--- src/rtl/cis_pkg.sv ---
package cis_pkg;

    typedef enum logic [1:0] {
        PS_IDLE  = 2'd0,
        PS_WAIT  = 2'd1,
        PS_STALL = 2'd2,
        PS_XFER  = 2'd3
    } pstate_e;

    typedef struct packed {
        logic flagged;
        logic is_mark;
        logic want_stall;
        logic consume;
    } dec_s;

endpackage

--- src/rtl/cis_decode.sv ---
module cis_decode
    import cis_pkg::*;
#(
    parameter int WORD_W   = 32,
    parameter int INTR_BIT = 31,
    parameter int OP_LSB   = 24,
    parameter int OP_W     = 7,
    parameter logic [OP_W-1:0] MARK_OP = 7'h31
) (
    input  logic [WORD_W-1:0] word_in,
    input  logic              loop_flag,
    output dec_s              dec,
    output logic [WORD_W-1:0] word_out
);
    localparam logic [WORD_W-1:0] INTR_MASK = ~(WORD_W'(1) << INTR_BIT);

    logic [OP_W-1:0] opcode;

    generate
        if (OP_W > 0) begin : g_op
            assign opcode = word_in[OP_LSB +: OP_W];
        end else begin : g_noop
            assign opcode = '0;
        end
    endgenerate

    always_comb begin
        dec.flagged    = word_in[INTR_BIT];
        dec.is_mark    = (opcode == MARK_OP);
        dec.want_stall = dec.flagged && !dec.is_mark && !loop_flag;
        dec.consume    = dec.flagged && !dec.is_mark && loop_flag;
        word_out       = dec.consume ? (word_in & INTR_MASK) : word_in;
    end
endmodule

--- src/rtl/cis_status.sv ---
module cis_status (
    input  logic clk,
    input  logic rst_n,
    input  logic set_stall,
    input  logic clr_pis,
    input  logic int_clr,
    input  logic consume,
    output logic loop_q,
    output logic int_q,
    output logic pis_q
);
    always_ff @(posedge clk) begin
        if (!rst_n) begin
            loop_q <= 1'b0;
            int_q  <= 1'b0;
            pis_q  <= 1'b0;
        end else begin
            if (set_stall)
                loop_q <= 1'b1;
            else if (consume)
                loop_q <= 1'b0;

            if (set_stall)
                int_q <= 1'b1;
            else if (int_clr)
                int_q <= 1'b0;

            if (set_stall)
                pis_q <= 1'b1;
            else if (clr_pis)
                pis_q <= 1'b0;
        end
    end


    stall_entry_chk: assert property (@(posedge clk) disable iff (!rst_n)
        set_stall |=> (int_q && pis_q && loop_q));


    consume_chk: assert property (@(posedge clk) disable iff (!rst_n)
        (consume && !set_stall) |=> !loop_q);


    pis_clear_chk: assert property (@(posedge clk) disable iff (!rst_n)
        (clr_pis && !set_stall) |=> !pis_q);


    int_clear_chk: assert property (@(posedge clk) disable iff (!rst_n)
        (int_clr && !set_stall) |=> !int_q);
endmodule

--- src/rtl/cis_fsm.sv ---
module cis_fsm
    import cis_pkg::*;
(
    input  logic    clk,
    input  logic    rst_n,
    input  logic    cmd_valid,
    input  logic    words_ready,
    input  logic    resume,
    input  logic    exec_done,
    input  logic    want_stall,
    output pstate_e state_q,
    output logic    exec_en,
    output logic    stall_go,
    output logic    leave_stall
);
    pstate_e state_d;
    logic    can_decode;

    always_ff @(posedge clk) begin
        if (!rst_n)
            state_q <= PS_IDLE;
        else
            state_q <= state_d;
    end

    always_comb begin
        can_decode  = 1'b0;
        state_d     = state_q;
        unique case (state_q)
            PS_IDLE, PS_WAIT: begin
                if (cmd_valid && words_ready) begin
                    can_decode = 1'b1;
                    state_d    = want_stall ? PS_STALL : PS_XFER;
                end else if (cmd_valid) begin
                    state_d = PS_WAIT;
                end else begin
                    state_d = PS_IDLE;
                end
            end
            PS_STALL: begin
                if (resume)
                    state_d = PS_IDLE;
            end
            PS_XFER: begin
                if (exec_done)
                    state_d = PS_IDLE;
            end
            default: state_d = PS_IDLE;
        endcase
    end

    always_comb begin
        exec_en     = can_decode && !want_stall;
        stall_go    = can_decode && want_stall;
        leave_stall = (state_q == PS_STALL) && resume;
    end


    stall_quiet_chk: assert property (@(posedge clk) disable iff (!rst_n)
        (state_q == PS_STALL) |-> !exec_en);


    resume_exit_chk: assert property (@(posedge clk) disable iff (!rst_n)
        (state_q == PS_STALL && resume) |=> (state_q == PS_IDLE));


    xfer_done_chk: assert property (@(posedge clk) disable iff (!rst_n)
        (state_q == PS_XFER && exec_done) |=> (state_q == PS_IDLE));


    dispatch_xfer_chk: assert property (@(posedge clk) disable iff (!rst_n)
        exec_en |=> (state_q == PS_XFER));
endmodule

--- src/rtl/cmd_intr_stall_ctrl.sv ---
module cmd_intr_stall_ctrl
    import cis_pkg::*;
#(
    parameter int WORD_W   = 32,
    parameter int INTR_BIT = 31,
    parameter int OP_LSB   = 24,
    parameter int OP_W     = 7,
    parameter logic [OP_W-1:0] MARK_OP = 7'h31
) (
    input  logic              clk,
    input  logic              rst_n,
    input  logic              cmd_valid,
    input  logic [WORD_W-1:0] cmd_word,
    input  logic              words_ready,
    input  logic              resume,
    input  logic              int_clr,
    input  logic              exec_done,
    output logic [WORD_W-1:0] cmd_out,
    output logic              exec_en,
    output logic [1:0]        proc_state,
    output logic              stat_int,
    output logic              stat_pis
);
    dec_s    dec;
    pstate_e state_q;
    logic    loop_q;
    logic    stall_go;
    logic    leave_stall;

    cis_decode #(
        .WORD_W(WORD_W), .INTR_BIT(INTR_BIT), .OP_LSB(OP_LSB),
        .OP_W(OP_W), .MARK_OP(MARK_OP)
    ) u_dec (
        .word_in  (cmd_word),
        .loop_flag(loop_q),
        .dec      (dec),
        .word_out (cmd_out)
    );

    cis_fsm u_fsm (
        .clk        (clk),
        .rst_n      (rst_n),
        .cmd_valid  (cmd_valid),
        .words_ready(words_ready),
        .resume     (resume),
        .exec_done  (exec_done),
        .want_stall (dec.want_stall),
        .state_q    (state_q),
        .exec_en    (exec_en),
        .stall_go   (stall_go),
        .leave_stall(leave_stall)
    );

    cis_status u_stat (
        .clk      (clk),
        .rst_n    (rst_n),
        .set_stall(stall_go),
        .clr_pis  (leave_stall),
        .int_clr  (int_clr),
        .consume  (exec_en && dec.consume),
        .loop_q   (loop_q),
        .int_q    (stat_int),
        .pis_q    (stat_pis)
    );

    assign proc_state = state_q;


    masked_out_chk: assert property (@(posedge clk) disable iff (!rst_n)
        (exec_en && loop_q && cmd_word[INTR_BIT] && !dec.is_mark) |-> !cmd_out[INTR_BIT]);


    mark_pass_chk: assert property (@(posedge clk) disable iff (!rst_n)
        (exec_en && dec.is_mark) |-> (cmd_out == cmd_word));


    pis_state_chk: assert property (@(posedge clk) disable iff (!rst_n)
        stat_pis |-> (proc_state == 2'd2));
endmodule

--- config.mk ---
export PLATFORM = sky130hd
export DESIGN_NAME = cmd_intr_stall_ctrl
export DESIGN_NICKNAME = d
export VERILOG_FILES = /design/src/rtl/cis_pkg.sv /design/src/rtl/cis_decode.sv /design/src/rtl/cis_status.sv /design/src/rtl/cis_fsm.sv /design/src/rtl/cmd_intr_stall_ctrl.sv
export SDC_FILE = /design/constraint.sdc
export NUM_CORES = 1
export LEC_CHECK = 0
export BUFFER_PORTS_ARGS = -buffer_cell sky130_fd_sc_hd__clkbuf_2
export CELL_PAD_IN_SITES_DETAIL_PLACEMENT = 0
export CELL_PAD_IN_SITES_GLOBAL_PLACEMENT = 1
export CORE_MARGIN = 2
export CORE_UTILIZATION = 17
export DETAILED_ROUTE_END_ITERATION = 10
export PLACE_DENSITY = 0.87
export SETUP_SLACK_MARGIN = 0.3
export SYNTH_ARGS = -nofsm -noshare
export SYNTH_HDL_FRONTEND = slang
export SYNTH_SLANG_ARGS = --single-unit
export TNS_END_PERCENT = 50
--- constraint.sdc ---
create_clock -name clk -period 1.5 [get_ports clk]
set_clock_uncertainty 0.2 [all_clocks]
set_input_delay 0.225 -clock clk [delete_from_list [all_inputs] [get_ports clk]]
set_output_delay 0.225 -clock clk [all_outputs]
set_load 0.01 [all_outputs]
==> results of run 1 <==
==> worst max-delay path, stage by stage, from the launching register on <==
cell and delay (ns):
dfxtp_2 0.33, nand2b_1 0.14, a41oi_2 0.22, nor2_2 0.05, buf_2 0.14
==> sequential cells by signal (all words and copies together) (netlist names) <==
register	count
u_stat.int_q	1
u_stat.pis_q	1
u_stat.loop_q	1
u_fsm.state_q	2
==> cells by family (layout without fill, tap and decap cells) <==
| logic type | count (synthesis) | in the layout |
|---|---|---|
| AOI/OAI and AO/OA | 8 | 8 |
| buffers and inverters | 32 | 34 |
| DFF | 5 | 5 |
| muxes | 2 | 2 |
| and+or+nand+nor | 15 | 15 |
==> how the worst max path moves through the flow <==
| stage | end | startpoint | slack [ns] | cells past startpoint |
|---|---|---|---|---|
| 2_1_floorplan | exec_en | cmd_word[25] | 0.22 | 3 |
| 3_3_place_gp | exec_en | cmd_word[25] | -0.05 | 5 |
| 3_5_place_dp | exec_en | cmd_word[25] | -0.12 | 5 |
| 4_1_cts | exec_en | cmd_word[26] | -0.1 | 5 |
| 5_1_grt | exec_en | cmd_word[26] | -0.14 | 5 |
| 6_report | exec_en | u_stat.loop_q | -0.04 | 4 |
==> cell usage in the layout (no fill, tap or decap), types with 2 or more instances in the layout <==
master | netlist | layout
nor2b_1 | 2 | 2
o21ai_2 | 0 | 2
nand3b_1 | 2 | 2
mux2i_1 | 2 | 2
dfxtp_1 | 5 | 2
clkbuf_2 | 0 | 22
clkbuf_4 | 0 | 3
buf_2 | 0 | 2
buf_6 | 0 | 4
nand2b_1 | 2 | 2
nand2_1 | 3 | 3
dfxtp_2 | 0 | 2
==> per-stage QoR <==
stage | util | hold WS [ns]
floorplan | - | 0.1634
global placement | 0.1626 | 0.2501
detailed placement | 0.1626 | 0.2501
CTS | 0.1718 | 0.06363
global route | 0.1861 | 0.06504
finish | 0.1861 | 0.07228
==> routing by layer <==
layer,GRT usage,up-vias
li1,-,183
met1,0.05402,182
met2,0.09419,29
met3,0.04585,0
met4,0.01299,0
met5,0,-
==> timing repair <==
item,4_1_cts,5_1_grt
endpoints found under the setup margin,6,6
hold endpoints to repair,0,0
setup buffers,0,1
pin swaps,5,4
gates resized for setup,3,16
==> power by group <==
part / total [mW] / switching, mW / internal (mW)
logic: 0.104 / 0.0505 / 0.0532
registers: 0.147 / 0.00600 / 0.141
clock network: 0.151 / 0.0512 / 0.100
==> cell type report <==
type                       count  share of cell area
timing repair buffer          29              0.3115
clock buffer                   4             0.04740
inverter                       1            0.006772
tap                           33             0.07449
sequential                     5              0.1919
multi-input combinational     25              0.3679
==> results.cfg, run 1 <==
[status]
status = finished with violations
violations = setup timing

[setup_path]
reg2reg_to = u_stat.loop_q
crit-reg2reg-launch = u_fsm.state_q[1]
crit_arrival_ns = 1.12
rrSetupSlack_ns = 0.25
critPathKind = reg2out
worstSetupEndpointType = output pin
worst_r2r_path_depth = 3
start_kind = flop
required_ns = 1.07
cp_max_fo = 4

[sta]
fmax_ghz = 0.6475
worstMarginPinSlew_ns = 0.2787
worst_slew_margin_rel = 0.8134
slew_violations = 0
layout_setup_ws_ns = -0.04431
rsz0062_at_grt = yes
hold_viol = 0
fin_tns_setup_ns = -0.06763
period_needed_ns = 1.544
finalSetupViolCount = 2
period_share = 1.030

[clock_tree]
cts_root_buf = clkbuf_4
numCtsBuffers = 3
cts_tree = done
htree_levels = 1
clock_sinks = 5
postCtsHoldBufs = 0
clk_pin_slew_ns = 0.04
clock_latency_ns = 0.24
cts_buffer_depth = 2

[synth]
synthFlopType = dfxtp_1
synth_top_cell_by_area = buf_4
yosysSeqAreaShare = 0.1928
synth_compound_area_frac = 0.1060
netlist_area_um2 = 519.2
ys_async_sr_fraction = 0
synth-simple-area-share = 0.2072
synthCells = 62
synth_warnings = 0
synthTopCellsByArea = buf_4, dfxtp_1, nor4b_4, mux2i_1, o21ai_0
avgSynthCellArea_um2 = 8.375
synth_top_cells_by_count = buf_4, dfxtp_1, nand2_1, o21ai_0
yosys.area.top_type_share = 0.4482
synth_edf_count = 0
synthXorXnorAreaFrac = 0
synth_seq_cells = 5
synth.most_common_cell = buf_4
synth_top_family_by_area = buffers and inverters
synth_fa_ha_area_frac = 0
synthDistinctLibCells = 19
synth_nets = 101
muxShareOfSynthArea = 0.03855

[floorplan]
die_y_um = 59.27
start_util = 0.1744
die_area_um2 = 3512
row_count = 20
ioPinCount = 76
core_area_um2 = 2978
chipWidth_um = 59.27

[grt]
grt_max_degree = 7
grt_pass1_wl_um = 1497
grt_use_total = 0.05663
first_global_vias = 392
overflow = 0
antenna_found_initial = 0

[job]
cap_violations = 0

[layout]
nFillCells = 344
nets = 104
multi_input_area_um2 = 203.9
num_antenna_cells = 0
layout.cells.non_filler = 97
syn_to_final_growth_pct = 6.747
final_area_um2 = 554.3
regArea_um2 = 106.4
drive_above_1_share = 0.6563

[drt]
vias = 394
dr.first_iter.drc_count = 6
wl_met2_um = 479
route.met3.wl_um = 156
vias_per_cell = 4.062
top_layer = met3
route.detailed.drc = 0
dr.pass1.iters = 2
wl_per_cell_um = 10.85
drt.antenna.violating_nets = 0
drt_wl_total_um = 1052
wl_met1_um = 417

[placed_design]
placedCellCount = 92
pre_cts_ws_ns = -0.1225
place.detailed.hpwl_um = 887.3
place.gp.congestion = 0.7456
io_buffers = 27
placed_area_um2 = 484.2

[power_and_ir_drop]
max-vdd-ir-drop_v = 0.0004519
p_leak_nw = 0.2634
total_power_mw = 0.4023
p_per_area_nw_per_um2 = 725.7

[worst_hold_path]
hold_end = u_stat.int_q
hp-class = in2reg
hold_start = int_clr
hold_path_depth = 3
(Power assumes the default switching activity.)
==> run 2, diff against run 1 <==
--- a/config.mk
+++ b/config.mk
@@ -11,6 +11,7 @@
 export CORE_MARGIN = 2
 export CORE_UTILIZATION = 17
 export DETAILED_ROUTE_END_ITERATION = 10
+export GPL_TIMING_DRIVEN = 0
 export PLACE_DENSITY = 0.87
 export SETUP_SLACK_MARGIN = 0.3
 export SYNTH_ARGS = -nofsm -noshare
==> run 2 against run 1 <==
The flow still finishes with violations (setup timing). Combinational power up 110%. Sequential cell count unchanged. Total power up 31%. Global-route usage up 1.8 points. Die area unchanged. Register-to-register slack about the same. Count of clock-buffer cells in the layout unchanged. Sequential power about the same. Via count up 51%. Clock power up 7%. Non-clock buffer count up 56.
==> results.cfg, run 2 (synthesis gave the netlist of run 1 again) <==
[drt]
vias = 594
dr.pass1.iters = 2
dr.first_iter.drc_count = 8
wl_per_cell_um = 9.052
drt_wl_total_um = 1385
vias_per_cell = 3.882
drt.antenna.violating_nets = 0
route.detailed.drc = 0

[sta]
layout_setup_ws_ns = -0.05374
hold_viol = 0
period_share = 1.036
rsz0062_at_grt = yes
period_needed_ns = 1.554
worstMarginPinSlew_ns = 0.2985
whs_ns = 0.04826
finalSetupViolCount = 2
slew_violations = 0
worst_slew_margin_rel = 0.8002
fmax_ghz = 0.6436

[setup_path]
crit-reg2reg-launch = u_fsm.state_q[1]
worstSetupEndpointType = output pin
required_ns = 1.07
cp_max_fo = 4
start_kind = flop
crit_arrival_ns = 1.13
critPathKind = reg2out
worst_r2r_path_depth = 3
rrSetupSlack_ns = 0.24
reg2reg_to = u_stat.loop_q

[layout]
final_cell_mix = clkbuf_2, buf_4, nand2_1, clkbuf_4, buf_6
layout.cells.non_filler = 153
num_antenna_cells = 0
regArea_um2 = 106.4
drive_above_1_share = 0.8167
nets = 160
multi_input_area_um2 = 214.0
largest_register_ffs = 2
syn_to_final_growth_pct = 80.48
nFillCells = 339
final_area_um2 = 937.1
top_register = u_fsm.state_q
layout_commonest_cell = clkbuf_2

[grt]
grt_use_total = 0.07419
overflow = 0
grt_pass1_wl_um = 1952
grt_max_degree = 7
antenna_found_initial = 0
first_global_vias = 490

[floorplan]
die_y_um = 59.27
die_area_um2 = 3512
row_count = 20
core_area_um2 = 2978
ioPinCount = 76
start_util = 0.1744
chipWidth_um = 59.27

[power_and_ir_drop]
total_power_mw = 0.5274
p_sw_mw = 0.1556
pwr-share-comb = 0.414
internal_power_mw = 0.3718
clockPowerShare = 0.307
p_per_area_nw_per_um2 = 562.7
pwr-share-seq = 0.279
p_leak_nw = 0.5226
swShare = 0.2950
max-vdd-ir-drop_v = 0.0004780

[worst_hold_path]
hold_end = u_stat.int_q
hp-class = in2reg
hold_path_depth = 3
hold_start = int_clr

[clock_tree]
clk_pin_slew_ns = 0.05
postCtsHoldBufs = 0
numCtsBuffers = 3
clock_latency_ns = 0.25
clock_sinks = 5
cts_root_buf = clkbuf_4
htree_levels = 1
cts_tree = done
cts_buffer_depth = 2

[placed_design]
place.gp.congestion = 0.7480
io_buffers = 51
placedCellCount = 146
placed_area_um2 = 829.5

[status]
violations = setup timing
status = finished with violations

[job]
cap_violations = 0
[run 2: changes by cell type in the layout (fill, tap and decap cells not counted), sizes merged]
cell,delta
buf,+31
clkbuf,+25
[run 2: timing repair]
item / in CTS / in global routing
pin swaps: 4 / 7
gates resized for setup: 5 / 16
setup buffers: 0 / 3
gates cloned: 0 / 0
endpoints found under the setup margin: 6 / 7
[run 2: power by group through the flow]
stage / Combinational [mW] / Sequential, mW / Clock, mW
floorplan: 0.116 / 0.152 / 0
global placement: 0.197 / 0.150 / 0
detailed placement: 0.199 / 0.150 / 0
CTS: 0.202 / 0.148 / 0.166
global route: 0.237 / 0.148 / 0.181
finish: 0.218 / 0.147 / 0.162
[run 2: cell type report]
type,count,area share
inverter,1,0.004005
buffer,31,0.2483
sequential,5,0.1135
tap,33,0.04406
timing repair buffer,54,0.3338
clock buffer,4,0.02804
multi-input combinational,25,0.2283
[run 2: per-layer routing]
metal / routed length, um / GRT usage / part of all wire
met1: 524 / 0.07652 / 0.38
met2: 669 / 0.1272 / 0.48
met3: 185 / 0.03712 / 0.13
met4: 7 / 0.02922 / 0.0051
met5: 0 / 0 / 0
[run 2: how the worst max path moves through the flow]
stage | start | endpoint | depth (start not counted)
2_1_floorplan | cmd_word[25] | exec_en | 3
3_3_place_gp | cmd_word[25] | exec_en | 5
3_5_place_dp | cmd_word[25] | exec_en | 5
4_1_cts | cmd_word[26] | exec_en | 5
5_1_grt | u_stat.loop_q | exec_en | 4
6_report | u_stat.loop_q | exec_en | 4
[run 2: per-stage QoR]
step | util | TNS [ns] | worst slack [ns]
after floorplan | - | 0 | 0.2247
after global placement | 0.2786 | -0.09813 | -0.06308
after detailed placement | 0.2786 | -0.1437 | -0.08371
after CTS | 0.2912 | -0.1424 | -0.07602
after global routing | 0.3147 | -0.2359 | -0.1180
final | 0.3147 | -0.08852 | -0.05374
[run 2: critical path, cell delays in order, from the launching register on]
cell and delay (ns):
dfxtp_2 0.33, nand2b_1 0.15, a41oi_2 0.23, nor2_2 0.05
clkbuf_2 0.12
